File: src/rtl/hmbox_pkg.sv
package hmbox_pkg;

  // host address map: inbound boxes, outbound boxes, then two status words
  function automatic int hmbox_addr_bits(input int n_box);
    return $clog2(2 * n_box + 2);
  endfunction

  function automatic int hmbox_sel_bits(input int n_box);
    return (n_box > 1) ? $clog2(n_box) : 1;
  endfunction

endpackage

File: src/rtl/hmbox_strobe_sync.sv
module hmbox_strobe_sync (
  input  logic clk,
  input  logic rst,
  input  logic strobe_async,
  output logic level,
  output logic rise,
  output logic fall
);
  logic meta_q, sync_q, prev_q;

  always_ff @(posedge clk) begin
    if (rst) begin
      meta_q <= 1'b0;
      sync_q <= 1'b0;
      prev_q <= 1'b0;
    end else begin
      meta_q <= strobe_async;
      sync_q <= meta_q;
      prev_q <= sync_q;
    end
  end

  assign level = sync_q;
  assign rise  = sync_q & ~prev_q;
  assign fall  = ~sync_q & prev_q;
endmodule

File: src/rtl/hmbox_flag_bank.sv
module hmbox_flag_bank #(
  parameter int N_BOX = 3
) (
  input  logic             clk,
  input  logic             rst,
  input  logic [N_BOX-1:0] set_vec,
  input  logic [N_BOX-1:0] clr_vec,
  output logic [N_BOX-1:0] flags
);
  for (genvar i = 0; i < N_BOX; i++) begin : g_bit
    always_ff @(posedge clk) begin
      if (rst)             flags[i] <= 1'b0;
      else if (set_vec[i]) flags[i] <= 1'b1;
      else if (clr_vec[i]) flags[i] <= 1'b0;
    end
  end
endmodule

File: src/rtl/hmbox_stat_view.sv
module hmbox_stat_view #(
  parameter int W = 6
) (
  input  logic         clk,
  input  logic         rst,
  input  logic         hold,
  input  logic [W-1:0] live,
  output logic [W-1:0] view
);
  always_ff @(posedge clk) begin
    if (rst)       view <= '0;
    else if (!hold) view <= live;
  end
endmodule

File: src/rtl/hmbox_sync.sv
module hmbox_sync
  import hmbox_pkg::*;
#(
  parameter  int N_BOX = 3,
  parameter  int DW    = 8,
  localparam int AW    = hmbox_addr_bits(N_BOX),
  localparam int SW    = hmbox_sel_bits(N_BOX)
) (
  input  logic          clk,
  input  logic          rst,
  input  logic          host_rd,
  input  logic          host_wr,
  input  logic [AW-1:0] host_addr,
  input  logic [DW-1:0] host_wdata,
  output logic [DW-1:0] host_rdata,
  input  logic [SW-1:0] core_in_sel,
  output logic          core_in_valid,
  output logic [DW-1:0] core_in_data,
  input  logic          core_in_ready,
  input  logic [SW-1:0] core_out_sel,
  input  logic          core_out_valid,
  input  logic [DW-1:0] core_out_data,
  output logic          core_out_ready,
  input  logic          core_stat_rd,
  output logic [DW-1:0] core_h2c_status,
  output logic [DW-1:0] core_c2h_status
);
  localparam logic [AW-1:0] STAT_IN_ADDR  = AW'(2 * N_BOX);
  localparam logic [AW-1:0] STAT_OUT_ADDR = AW'(2 * N_BOX + 1);

  // host strobe synchronization
  logic rd_level, rd_rise, rd_fall;
  logic wr_level, wr_rise, wr_fall;

  hmbox_strobe_sync u_rd_sync (
    .clk(clk), .rst(rst), .strobe_async(host_rd),
    .level(rd_level), .rise(rd_rise), .fall(rd_fall)
  );
  hmbox_strobe_sync u_wr_sync (
    .clk(clk), .rst(rst), .strobe_async(host_wr),
    .level(wr_level), .rise(wr_rise), .fall(wr_fall)
  );

  // capture address and data at start of access, act at end
  logic [AW-1:0] wr_addr_q, rd_addr_q;
  logic [DW-1:0] wr_data_q;

  always_ff @(posedge clk) begin
    if (rst) begin
      wr_addr_q <= '0;
      wr_data_q <= '0;
      rd_addr_q <= '0;
    end else begin
      if (wr_rise) begin
        wr_addr_q <= host_addr;
        wr_data_q <= host_wdata;
      end
      if (rd_rise) rd_addr_q <= host_addr;
    end
  end

  // mailbox storage and flags
  logic [N_BOX-1:0][DW-1:0] in_regs, out_regs;
  logic [N_BOX-1:0]         h2c_flags, c2h_flags;
  logic [N_BOX-1:0]         h2c_set, h2c_clr, c2h_set, c2h_clr;
  logic                     core_take, core_accept;

  assign core_take   = core_in_valid & core_in_ready;
  assign core_accept = core_out_valid & core_out_ready;

  for (genvar i = 0; i < N_BOX; i++) begin : g_box
    assign h2c_set[i] = wr_fall && (wr_addr_q == AW'(i));
    assign h2c_clr[i] = core_take && (core_in_sel == SW'(i));
    assign c2h_set[i] = core_accept && (core_out_sel == SW'(i));
    assign c2h_clr[i] = rd_fall && (rd_addr_q == AW'(N_BOX + i));

    always_ff @(posedge clk) begin
      if (rst) begin
        in_regs[i]  <= '0;
        out_regs[i] <= '0;
      end else begin
        if (h2c_set[i]) in_regs[i]  <= wr_data_q;
        if (c2h_set[i]) out_regs[i] <= core_out_data;
      end
    end
  end

  hmbox_flag_bank #(.N_BOX(N_BOX)) u_h2c_flags (
    .clk(clk), .rst(rst), .set_vec(h2c_set), .clr_vec(h2c_clr), .flags(h2c_flags)
  );
  hmbox_flag_bank #(.N_BOX(N_BOX)) u_c2h_flags (
    .clk(clk), .rst(rst), .set_vec(c2h_set), .clr_vec(c2h_clr), .flags(c2h_flags)
  );

  // status views, one per reader
  logic [2*N_BOX-1:0] live_flags, host_view, core_view;
  logic               host_hold;

  assign live_flags = {c2h_flags, h2c_flags};
  assign host_hold  = rd_level | wr_level;

  hmbox_stat_view #(.W(2 * N_BOX)) u_host_view (
    .clk(clk), .rst(rst), .hold(host_hold), .live(live_flags), .view(host_view)
  );
  hmbox_stat_view #(.W(2 * N_BOX)) u_core_view (
    .clk(clk), .rst(rst), .hold(core_stat_rd), .live(live_flags), .view(core_view)
  );

  assign core_h2c_status = DW'(core_view[N_BOX-1:0]);
  assign core_c2h_status = DW'(core_view[2*N_BOX-1:N_BOX]);

  // core side muxes
  always_comb begin
    core_in_valid = 1'b0;
    core_in_data  = '0;
    for (int i = 0; i < N_BOX; i++) begin
      if (core_in_sel == SW'(i)) begin
        core_in_valid = h2c_flags[i];
        core_in_data  = in_regs[i];
      end
    end
  end

  always_comb begin
    core_out_ready = 1'b0;
    for (int i = 0; i < N_BOX; i++) begin
      if (core_out_sel == SW'(i)) core_out_ready = ~c2h_flags[i];
    end
  end

  // host read mux
  always_comb begin
    host_rdata = '0;
    for (int i = 0; i < N_BOX; i++) begin
      if (host_addr == AW'(i))         host_rdata = in_regs[i];
      if (host_addr == AW'(N_BOX + i)) host_rdata = out_regs[i];
    end
    if (host_addr == STAT_IN_ADDR)  host_rdata = DW'(host_view[N_BOX-1:0]);
    if (host_addr == STAT_OUT_ADDR) host_rdata = DW'(host_view[2*N_BOX-1:N_BOX]);
  end
endmodule

File: config.mk
export PLATFORM = sky130hd
export DESIGN_NAME = hmbox_sync
export DESIGN_NICKNAME = d
export VERILOG_FILES = /design/src/rtl/hmbox_pkg.sv /design/src/rtl/hmbox_strobe_sync.sv /design/src/rtl/hmbox_flag_bank.sv /design/src/rtl/hmbox_stat_view.sv /design/src/rtl/hmbox_sync.sv
export SDC_FILE = /design/constraint.sdc
export NUM_CORES = 1
export LEC_CHECK = 0
export ABC_AREA = 1
export BUFFER_PORTS_ARGS = -buffer_cell sky130_fd_sc_hd__buf_4
export CORE_ASPECT_RATIO = 0.75
export CORE_MARGIN = 4
export CORE_UTILIZATION = 50
export DETAILED_ROUTE_END_ITERATION = 16
export PLACE_DENSITY = 0.81
export RECOVER_POWER = 25
export SYNTH_ARGS = -nofsm -noshare
export SYNTH_HDL_FRONTEND = slang
export SYNTH_HIERARCHICAL = 1
export SYNTH_SLANG_ARGS = --single-unit
File: constraint.sdc
create_clock -name clk -period 1.4 [get_ports clk]
set_clock_uncertainty 0.05 [all_clocks]
set_input_delay 0 -clock clk [delete_from_list [all_inputs] [get_ports clk]]
set_output_delay 0 -clock clk [all_outputs]
set_load 0.02 [all_outputs]
## After elaboration in Yosys (flattened, before gate mapping)

Cells that the tools add are included.

- Flip-flop bits (word level): 86
- Bits of input ports: 30
- Output and inout port bits: 34
- Logic and storage cells: 104

- Equality and inequality tests: 16
- Muxes and demuxes: 29
- Bitwise operators: 14
- Reduce and logical (&&, ||, !) cells: 22

Operators with widths:

| operator | count |
|---|---|
| two-way mux 8 bit | 11 |
| equality test 3 bit, second input constant | 6 |
| two-way mux 1 bit | 18 |
| equality test 3 x 2 -> 1 bit, second input constant | 4 |
| logical AND 1 bit | 12 |
| nonzero test 2 bit | 6 |
| NOT 1 bit | 7 |
| AND 1 bit | 6 |
| equality test 3 x 1 -> 1 bit, second input constant | 2 |
| logical NOT 3 bit | 2 |
| equality test 2 x 1 -> 1 bit, second input constant | 2 |
| equality test 2 bit, second input constant | 2 |
| logical NOT 2 bit | 2 |
| bitwise OR 1 bit | 1 |

## Longest topological paths before layout

- Word-level depth: 9
- Gate-level depth with buffers: 10
- Gate-level depth less buffers: 9

## Modules after synthesis

Netlist, hierarchy kept.

Modules (own cells, without submodules):

| module | instances | cells an instance | area an instance (um^2) | seq. area each (um^2) |
|---|---|---|---|---|
| hmbox_sync | 1 | 510 | 3,275.6 | 1,241.2 |
| hmbox_stat_view | 2 | 38 | 247.7 | 120.1 |
| hmbox_flag_bank | 2 | 15 | 108.9 | 60.1 |
| hmbox_strobe_sync | 2 | 12 | 93.8 | 60.1 |

## Worst setup path before layout

No wires, ideal clock.

- Path type: register -> register
- Start point: register u_wr_sync.prev_q
- End point: register in_regs[14] in the netlist's numbering
- Library setup time: 0.128 ns
- Arrival time: 1.197 ns
- Required time: 1.222 ns
- Setup slack: 0.025 ns
- Stages on the path, launching flop included: 9
- Buffers on the path: 1
- Clock period less this slack: 1.375 ns
- Cell sequence: dfxtp_1 -> inv_1 -> nor2_1 -> inv_1 -> nor2_1 -> nand3_1 -> clkbuf_1 -> o21ai_0 -> a21oi_1

- Word-level cells in the longest chain between the ends: 2

Ends and longest elaborated chain:

| what | line | RTL |
|---|---|---|
| from (decl) | hmbox_strobe_sync.sv:9 | `logic meta_q, sync_q, prev_q;` |
| from (signal assigned) | hmbox_strobe_sync.sv:19 | `prev_q <= sync_q;` |
| AND 1 bit | hmbox_strobe_sync.sv:25 | `assign fall = ~sync_q & prev_q;` |
| named net wr_fall | hmbox_sync.sv:33 | `logic wr_level, wr_rise, wr_fall;` |
| logical AND 1 bit | hmbox_sync.sv:72 | `assign h2c_set[i] = wr_fall && (wr_addr_q == AW'(i));` |
| to (signal, indexed assignment) | hmbox_sync.sv:82 | `if (h2c_set[i]) in_regs[i] <= wr_data_q;` |
| to (decl) | hmbox_sync.sv:63 | `logic [N_BOX-1:0][DW-1:0] in_regs, out_regs;` |

The timed path passes the listed nets, and every way through them passes these cells.
A chain may end at the register's enable or synchronous reset.

## Final worst setup path

- Start point: register in_regs[9] in the netlist's numbering
- End point: output port host_rdata[1]

- Word-level cells in the longest chain between the ends: 6

Ends and longest elaborated chain:

| what | line | RTL |
|---|---|---|
| two-way mux 8 bit | hmbox_sync.sv:135 | `if (host_addr == AW'(i)) host_rdata = in_regs[i];` |
| two-way mux 8 bit | hmbox_sync.sv:136 | `if (host_addr == AW'(N_BOX + i)) host_rdata = out_regs[i];` |
| two-way mux 8 bit | hmbox_sync.sv:135 |  |
| two-way mux 8 bit | hmbox_sync.sv:136 |  |
| two-way mux 8 bit | hmbox_sync.sv:138 | `if (host_addr == STAT_IN_ADDR) host_rdata = DW'(host_view[N_BOX-1:0]);` |
| two-way mux 8 bit | hmbox_sync.sv:139 | `if (host_addr == STAT_OUT_ADDR) host_rdata = DW'(host_view[2*N_BOX-1:N_BOX]);` |
| to (decl) | hmbox_sync.sv:15 | `output logic [DW-1:0] host_rdata,` |

Every way passes these cells.

==> flow_summary.yaml <==
run_status:
  status: "complete, but fails checks"
  violations: "setup timing"
route:
  drtAntennaViolNets: 0
  drt_iter0_drc: 323
  routed_via_density: 5.08
  drc: 0
  vias: 4314
  drtPass1Iterations: 5
  wl_per_cell_um: 14.1
  routed_wl_um: 11900
timing:
  finalSetupViolCount: 6
  period_needed_ns: 1.43
  setup_ws_ns: -0.0317
  tns_ns: -0.0824
  max_freq_ghz: 0.698
  final_max_slew_viol_count: 0
  period_share: 1.02
  slew_headroom: 0.591
  worst_pin_slew_ns: 0.614
  hold_viol_final: 0
  rsz0062_at_grt: "yes"
logic_synthesis:
  avgSynthCellArea_um2: 6.53
  ys_seq_area_frac: 0.412
  ys_seq_elements: 86
  synthCells: 640
  yosys_warnings: 6
  synthesis.area_um2: 4180
  ys_types: 28
setup_path:
  critPathLaunchType: "flip-flop"
  cp.arrival_ns: 1.38
  r2r-end: "u_h2c_flags/flags[2]$_SDFFE_PP0P_"
  r2r_start: "u_wr_sync/prev_q$_SDFF_PP0_"
  cp-startpoint: "in_regs[9]$_SDFFE_PP0P_"
  r2r_slack_ns: -0.03
  path_max_fanout: 3
  r2r_cells: 9
  cp_data_required_time_ns: 1.35
  endpoint: "host_rdata[1]"
  end_kind: "primary output"
  crit_type: "flip-flop to primary output"
power:
  power_mw: 4.99
  p_sw_mw: 1.39
  cellLeakagePower_nw: 2.48
  peakVddDrop_v: 0.000802
  clkPwrFrac: 0.333
  comb_power_share: 0.149
  p_seq_frac: 0.518
  power_density_nw_per_um2: 901
  p_sw_frac: 0.279
  intPower_mw: 3.60
floorplan:
  fp.dieW_um: 114
  ios: 64
  die_h_um: 87.2
  num_rows: 28
  coreArea_um2: 8020
  start_util: 0.521
  dieArea_um2: 9890
global_routing:
  first_global_vias: 3967
  grt_first_pass_wirelength_um: 18000
  track_usage: 0.227
  grt_overflow_total: 0
  grt_max_degree: 55
  antenna_found_initial: 0
layout:
  drive_above_1_share: 0.260
  layout.nets: 770
  area.growth.synth_to_final_pct: 32.7
  nFillCells: 673
  diodes: 0
  post-route-util: 0.691
  layout_common_cells: "144 x nand2_1, 136 x nor2_1, 78 x inv_1"
  fin_area_um2: 5540
  final_common_cell: "nand2_1"
flow_run:
  maxCapViolations: 0
place:
  hpwl_um: 7590
  dpl_cell_area_um2: 4650
  place_ws_ns: -0.113
  gp_congestion: 0.882
  portBuffers: 53
min_path:
  hp-class: "input port to flip-flop"
cts:
  clock-sinks: 86
  clkTransAtPathRegs_ns: 0.09
  h-tree-depth: 3
  ctsRootBufferMaster: "clkbuf_8"
  clockBufferDepth: 2
  cts_tree: "yes"
  clock_latency_ns: 0.38
  cts_buffers: 9
## state kept, by name, summed over array words and instances, names as in the netlist
register and flops:
wr_data_q 8, u_rd_sync/level 1, wr_addr_q 3, rd_addr_q 3, u_wr_sync/level 1, out_regs 24
u_wr_sync/meta_q 1, u_wr_sync/prev_q 1, u_c2h_flags/flags 3, u_rd_sync/meta_q 1, u_rd_sync/prev_q 1, u_h2c_flags/flags 3
u_core_view/view 6, in_regs 24, u_host_view/view 6
## per-stage QoR
step	hold WS, ns	instances
floorplan	0.0191	649
global placement	0.156	792
detailed placement	0.160	792
CTS	0.00674	836
global route	0.0247	850
finish	0.0174	850
## synthesized netlist by cell type
master,count,area (um2)
o211ai_1,8,60.1
clkbuf_1,5,18.8
nand3_2,1,10.0
clkinv_1,5,18.8
or2_2,3,18.8
nand4_1,12,75.1
inv_1,91,342
or2_1,1,6.26
nor3_1,4,20.0
buf_6,5,56.3
o21ai_0,31,155
nand2_1,159,597
buf_2,5,25.0
inv_2,7,26.3
conb_1,1,3.75
buf_4,10,75.1
nor2_4,1,11.3
a21oi_1,32,160
nand2_2,5,31.3
clkbuf_8,2,27.5
nor2_2,1,6.26
nor2_1,140,526
nand3_4,3,52.6
nor4_1,1,6.26
nand2_4,1,11.3
nand3_1,17,85.1
nor3_2,3,30.0
dfxtp_1,86,1720
## repair_timing
item	in CTS	in global routing
pin swaps	7	46
setup endpoints to repair	16	52
gates cloned	0	9
setup buffers	3	5
resized for setup	12	118
hold endpoints to repair	62	0
hold buffers	25	0
## cells by family (layout without fill, tap and decap cells)
logic type      count (synthesis)  in the layout  synth area share
compound gates                 71             71            0.0899
buf+inv                       130            221             0.141
flops                          86             86             0.412
other cells                     1             10          0.000898
simple gates                  352            357             0.356
## cell type report
type                            instances  area [um2]  share of cell area
Tap cell                              105         131              0.0237
Timing Repair Buffer                  100         861               0.155
Multi-Input combinational cell        438        2200               0.396
Sequential cell                        86        1760               0.317
Inverter                              103         395              0.0713
Clock inverter                          3        17.5             0.00316
Clock buffer                           13         169              0.0305
Timing Repair inverter                  2        15.0             0.00271
## routing by layer
layer	routed length (um)	vias up	track usage	share of wire
met5	0	-	0	0
met1	5170	1981	0.284	0.43
met4	174	0	0.0557	0.015
li1	-	2144	-	-
met3	1110	24	0.0806	0.093
met2	5500	165	0.375	0.46
## critical path, cell delays in order, from the launching register on
cell and delay, ns:
dfxtp_1 0.32, inv_2 0.07, nor2_1 0.05, nor2_2 0.11
nand4_1 0.14, nand2_1 0.11, nand2_1 0.07, buf_6 0.13
## power groups by stage
| stage | combinational [mW] | sequential, mW | clock [mW] |
|---|---|---|---|
| 2_1_floorplan | 0.399 | 2.63 | 0 |
| 3_3_place_gp | 0.580 | 2.64 | 0 |
| 3_5_place_dp | 0.599 | 2.64 | 0 |
| 4_1_cts | 0.663 | 2.58 | 1.67 |
| 5_1_grt | 0.823 | 2.60 | 1.81 |
| 6_report | 0.743 | 2.59 | 1.66 |
## worst min-delay path by stage
stage,from,endpoint,slack (ns),cells after the start
6_report,host_addr[2],wr_addr_q[2]$_SDFFE_PP0P_,0.02,3
5_1_grt,host_addr[2],rd_addr_q[2]$_SDFFE_PP0P_,0.02,3
4_1_cts,host_addr[2],wr_addr_q[2]$_SDFFE_PP0P_,0.007,3
3_5_place_dp,host_rd,u_rd_sync/meta_q$_SDFF_PP0_,0.16,3
3_3_place_gp,host_rd,u_rd_sync/meta_q$_SDFF_PP0_,0.16,3
2_1_floorplan,rst,u_c2h_flags/flags[0]$_SDFFE_PP0P_,0.02,1
No activity file was read; power rests on OpenSTA's default activity.
